File: src/rtl/dualmode_mult_pkg.sv
package dualmode_mult_pkg;

  // Strobes from the mode decoder to the datapath
  typedef struct packed {
    logic extSign;   // widen partial products and sums with their sign bit
    logic negLast;   // invert the multiplicand in the top partial product
    logic padBit;    // low-order pad of the top partial product
    logic carryIn;   // carry into the adder of the last pair
  } mulStrobe_t;

  // depth of heap node k (root is depth 0)
  function automatic int heapDepth(input int k);
    return $clog2(k + 2) - 1;
  endfunction

endpackage

File: src/rtl/dualmode_mult_ctrl.sv
module dualmode_mult_ctrl
  import dualmode_mult_pkg::*;
(
  input  logic       signedMode,
  input  logic       bMsb,
  output mulStrobe_t strb
);

  logic negate;

  always_comb begin
    negate       = signedMode & bMsb;
    strb.extSign = signedMode;
    strb.negLast = negate;
    strb.padBit  = negate;
    strb.carryIn = negate;
  end

endmodule

File: src/rtl/dualmode_mult_datapath.sv
module dualmode_mult_datapath
  import dualmode_mult_pkg::*;
#(
  parameter int N = 4
) (
  input  logic [N-1:0]   opA,
  input  logic [N-1:0]   opB,
  input  mulStrobe_t     strb,
  output logic [2*N-1:0] product
);

  localparam int NPAIR = N / 2;
  localparam int LV    = $clog2(NPAIR);
  localparam int NLEAF = 1 << LV;
  localparam int NNODE = 2 * NLEAF - 1;
  localparam int PW    = N + 2;            // pair adder width
  localparam int WTOP  = N + 2 * NLEAF;    // tree node width

  logic [N-1:0]    pp   [N];
  logic [WTOP-1:0] tree [NNODE];

  // partial products, the top one with gated inversion
  for (genvar i = 0; i < N; i++) begin : gPp
    if (i == N - 1) begin : gTop
      assign pp[i] = (opA & {N{opB[i]}}) ^ {N{strb.negLast}};
    end else begin : gMid
      assign pp[i] = opA & {N{opB[i]}};
    end
  end

  // leaves: even/odd pair adders
  for (genvar j = 0; j < NLEAF; j++) begin : gLeaf
    if (j < NPAIR) begin : gPair
      logic [PW-1:0] evenExt, oddExt, pairSum;
      logic          padLo, cin;
      assign padLo   = (j == NPAIR - 1) ? strb.padBit  : 1'b0;
      assign cin     = (j == NPAIR - 1) ? strb.carryIn : 1'b0;
      assign evenExt = strb.extSign ? PW'($signed(pp[2*j])) : PW'(pp[2*j]);
      assign oddExt  = {strb.extSign & pp[2*j+1][N-1], pp[2*j+1], padLo};
      assign pairSum = evenExt + oddExt + PW'(cin);
      assign tree[NLEAF - 1 + j] = strb.extSign ? WTOP'($signed(pairSum))
                                                : WTOP'(pairSum);
    end else begin : gEmpty
      assign tree[NLEAF - 1 + j] = '0;
    end
  end

  // internal nodes: lower child widened, upper child shifted
  for (genvar k = 0; k < NLEAF - 1; k++) begin : gNode
    localparam int SH = 1 << (LV - heapDepth(k));
    assign tree[k] = tree[2*k+1] + (tree[2*k+2] << SH);
  end

  assign product = tree[0][2*N-1:0];

  always_comb begin

    if (opA == '0 || opB == '0) begin
      zero_operand_chk: assert (product == '0);
    end

    if (!strb.extSign) begin
      unsigned_hi_chk: assert (product[2*N-1:N] <= opA && product[2*N-1:N] <= opB);
    end

    if (strb.extSign && opA != '0 && opB != '0) begin
      sign_rule_chk: assert (product[2*N-1] == (opA[N-1] ^ opB[N-1]));
    end

    if (opB == N'(1)) begin
      unit_mult_chk: assert (product[N-1:0] == opA);
    end
  end

endmodule

File: src/rtl/dualmode_mult.sv
module dualmode_mult
  import dualmode_mult_pkg::*;
#(
  parameter int N = 4
) (
  input  logic [N-1:0]   opA,
  input  logic [N-1:0]   opB,
  input  logic           signedMode,
  output logic [2*N-1:0] product
);

  mulStrobe_t strb;

  dualmode_mult_ctrl uCtrl (
    .signedMode (signedMode),
    .bMsb       (opB[N-1]),
    .strb       (strb)
  );

  dualmode_mult_datapath #(.N(N)) uPath (
    .opA     (opA),
    .opB     (opB),
    .strb    (strb),
    .product (product)
  );

  always_comb begin

    pad_carry_chk: assert (strb.padBit == (signedMode & opB[N-1]) &&
                           strb.carryIn == (signedMode & opB[N-1]));
  end

endmodule

File: config.mk
export PLATFORM = sky130hd
export DESIGN_NAME = dualmode_mult
export DESIGN_NICKNAME = d
export VERILOG_FILES = /design/src/rtl/dualmode_mult_pkg.sv /design/src/rtl/dualmode_mult_ctrl.sv /design/src/rtl/dualmode_mult_datapath.sv /design/src/rtl/dualmode_mult.sv
export SDC_FILE = /design/constraint.sdc
export NUM_CORES = 1
export LEC_CHECK = 0
export ABC_AREA = 1
export BUFFER_PORTS_ARGS = -buffer_cell sky130_fd_sc_hd__buf_2
export CORE_MARGIN = 5
export CORE_UTILIZATION = 60
export DETAILED_ROUTE_END_ITERATION = 8
export GPL_ROUTABILITY_DRIVEN = 0
export PLACE_DENSITY = 0.86
export SLEW_MARGIN = 15
export SYNTH_ARGS = -nofsm -noshare
export SYNTH_HDL_FRONTEND = slang
export SYNTH_SLANG_ARGS = --single-unit
File: constraint.sdc
create_clock -name vclk -period 3.1
set_clock_uncertainty 0.05 [all_clocks]
set_input_delay 0.31 -clock vclk [all_inputs]
set_output_delay 0.31 -clock vclk [all_outputs]
set_load 0.02 [all_outputs]
==> impl_metrics.ini <==
[power_and_ir_drop]
p_int_uw = 149.0
power.share.sequential_pct = 0
comb_power_share_pct = 100.0
irDropWorstVdd_mv = 0.1822
switching_power_uw = 208.7
power.density_mw_per_mm2 = 288.5
pwr-share-clk_pct = 0
p_leak_nw = 0.7491
p_sw_share_pct = 58.34

[floorplanning]
dieArea_mm2 = 0.002313
die_y_um = 48.10
core_area_mm2 = 0.001334
rows = 13
initial_utilization_pct = 65.29
dieWidth_um = 48.10
ioPinCount = 17

[setup_path]
critPathCaptureType = output pin
cp_max_fo = 5
required_ns = 2.74
crit_type = in -> out
start_kind = input pin
critical_path.startpoint = opA[0]
arrival_ns = 2.77

[route]
drt-pass1-iter-count = 4
initialDrtViolationCount = 38
drc = 0
drtAntennaViolNets = 0
dr_wl_met2_mm = 1.613
wl_per_cell_um = 17.19
vias_per_cell = 6.120
wl_met1_mm = 1.107
routed.top_layer = met4
routed_wl_mm = 3.145
wl_met3_um = 203
num_vias = 1120

[cells_and_area]
final_core_util_pct = 92.96
area_growth_pct = 42.39
diodes = 0
nFillCells = 52
final_nets = 195
mostFrequentLayoutCells = nand2_1, inv_1, buf_2, buf_4, ha_1
nClkBuffers = 0
design.seq.count = 0
drive_gt1_share_pct = 44.05
final_common_cell = nand2_1
regArea_um2 = 0
multi_input_area_um2 = 870.8

[logic_synthesis]
synth_area_leaders = ha_1, nand2_1, inv_1
ys_seq_area_share_pct = 0
syn_area_um2 = 870.8
yosys.area.top_type = ha_1
syn-mean-instance-area_um2 = 6.356
yosysWarnings = 0
synth_top_area_share_pct = 18.68
syn-num-nets = 162
ys_types = 29
synth_cells = 137

[timing]
drv_slew = 0
hold_ws_ns = 0.9897
fin_crit_sh_pct = 100.9
slew_headroom_pct = 78.25
max_freq_mhz = 319.7
finalHoldViolations = 0
finalSetupViolations = 1
worst_slack_ns = -0.02769
worstMarginPinSlew_ns = 0.3263
fin_crit_ns = 3.128

[run_status]
violations = negative setup slack
status = complete, but fails checks

[worst_hold_path]
hold_path.class = in -> out
hold_depth = 4
hp-start = opB[0]
holdPathEnd = product[0]

[flow_run]
cap_violations = 0

[global_routing]
grt_usage_pct = 19.72
grt_pass1_vias = 844
grt_max_degree = 8
grt_pass1_wl_mm = 3.305
overflow = 0
antenna_found_initial = 0

[placed_design]
port_buffers = 17
post-place-ws_ns = -0.05236
dp_hpwl_mm = 1.781

[clock_tree]
cts_hold_buf = 0
power groups by stage:
| stage | registers (mW) | clock network, mW | logic, mW |
|---|---|---|---|
| floorplan | 0 | 0 | 0.197 |
| global placement | 0 | 0 | 0.278 |
| detailed placement | 0 | 0 | 0.286 |
| CTS | 0 | 0 | 0.289 |
| global route | 0 | 0 | 0.389 |
| finish | 0 | 0 | 0.358 |
cells in the mapped netlist:
cell type and instances:
a21o_1 1, a21oi_1 5, a21oi_4 1, a31oi_1 1, buf_6 1, clkinv_1 2
clkinv_2 1, clkinv_4 1, fa_1 3, ha_1 13, inv_1 24, inv_2 4
nand2_1 38, nand2_2 4, nand2_4 4, nand3_1 3, nand3_2 3, nand3_4 1
nand4_1 4, nor2_1 4, nor2_2 1, nor3_1 3, o21ai_0 1, o21ai_1 1
o21ai_2 1, o22ai_1 1, or2_1 1, xnor2_1 4, xor2_1 6
worst max-delay path, cell delays in order:
cell and delay [ns]:
buf_2 0.13, nor2_1 0.07, nor3_2 0.24, inv_1 0.11
fa_2 0.38, buf_4 0.15, xnor2_2 0.18, ha_1 0.30
nand2_1 0.09, nand2_1 0.07, nand2_1 0.11, nand2_1 0.08
nor2_2 0.15, nand4_1 0.09, nand3_1 0.10, nand2_1 0.07
buf_6 0.13
what timing repair did:
action                                  4_1_cts  5_1_grt
pin swaps                                     0       18
buffers inserted                              0        5
gates resized for setup                       3       29
endpoints found under the setup margin        1        2
worst max path at each step:
stage,end,slack [ns],cells past startpoint
6_report,product[7],-0.03,17
5_1_grt,product[7],-0.17,17
4_1_cts,product[7],0.008,21
3_5_place_dp,product[7],-0.05,19
3_3_place_gp,product[7],0.02,18
2_1_floorplan,product[7],0.26,17
cells by family after synthesis:
family	Yosys count	share of synthesized area, %
xor+xnor	10	10.06
simple gates	66	39.37
compound gates	12	9.196
buf+inv	33	15.80
fa+ha+maj	16	25.58
layer usage:
| metal | track usage (%) | vias up |
|---|---|---|
| met1 | 20.74 | 514 |
| met5 | 0 | - |
| met4 | 1.075 | 0 |
| li1 | - | 490 |
| met3 | 0.3690 | 33 |
| met2 | 43.54 | 83 |
metrics by stage:
stage	total power, mW	instances	area, µm²	TNS [ns]
2_1_floorplan	0.1973	137	870.8	0
3_3_place_gp	0.2776	178	1039	0
3_5_place_dp	0.2859	178	1039	-0.05236
4_1_cts	0.2887	178	1049	0
5_1_grt	0.3891	183	1240	-0.1671
6_report	0.3578	183	1240	-0.02769
cell type report:
cell class	count	area share, %
inverter	32	10.19
tap	15	1.514
multi-input combinational	104	70.23
timing repair buffer	32	18.06
Note: power is estimated with default switching activity, not from simulation.
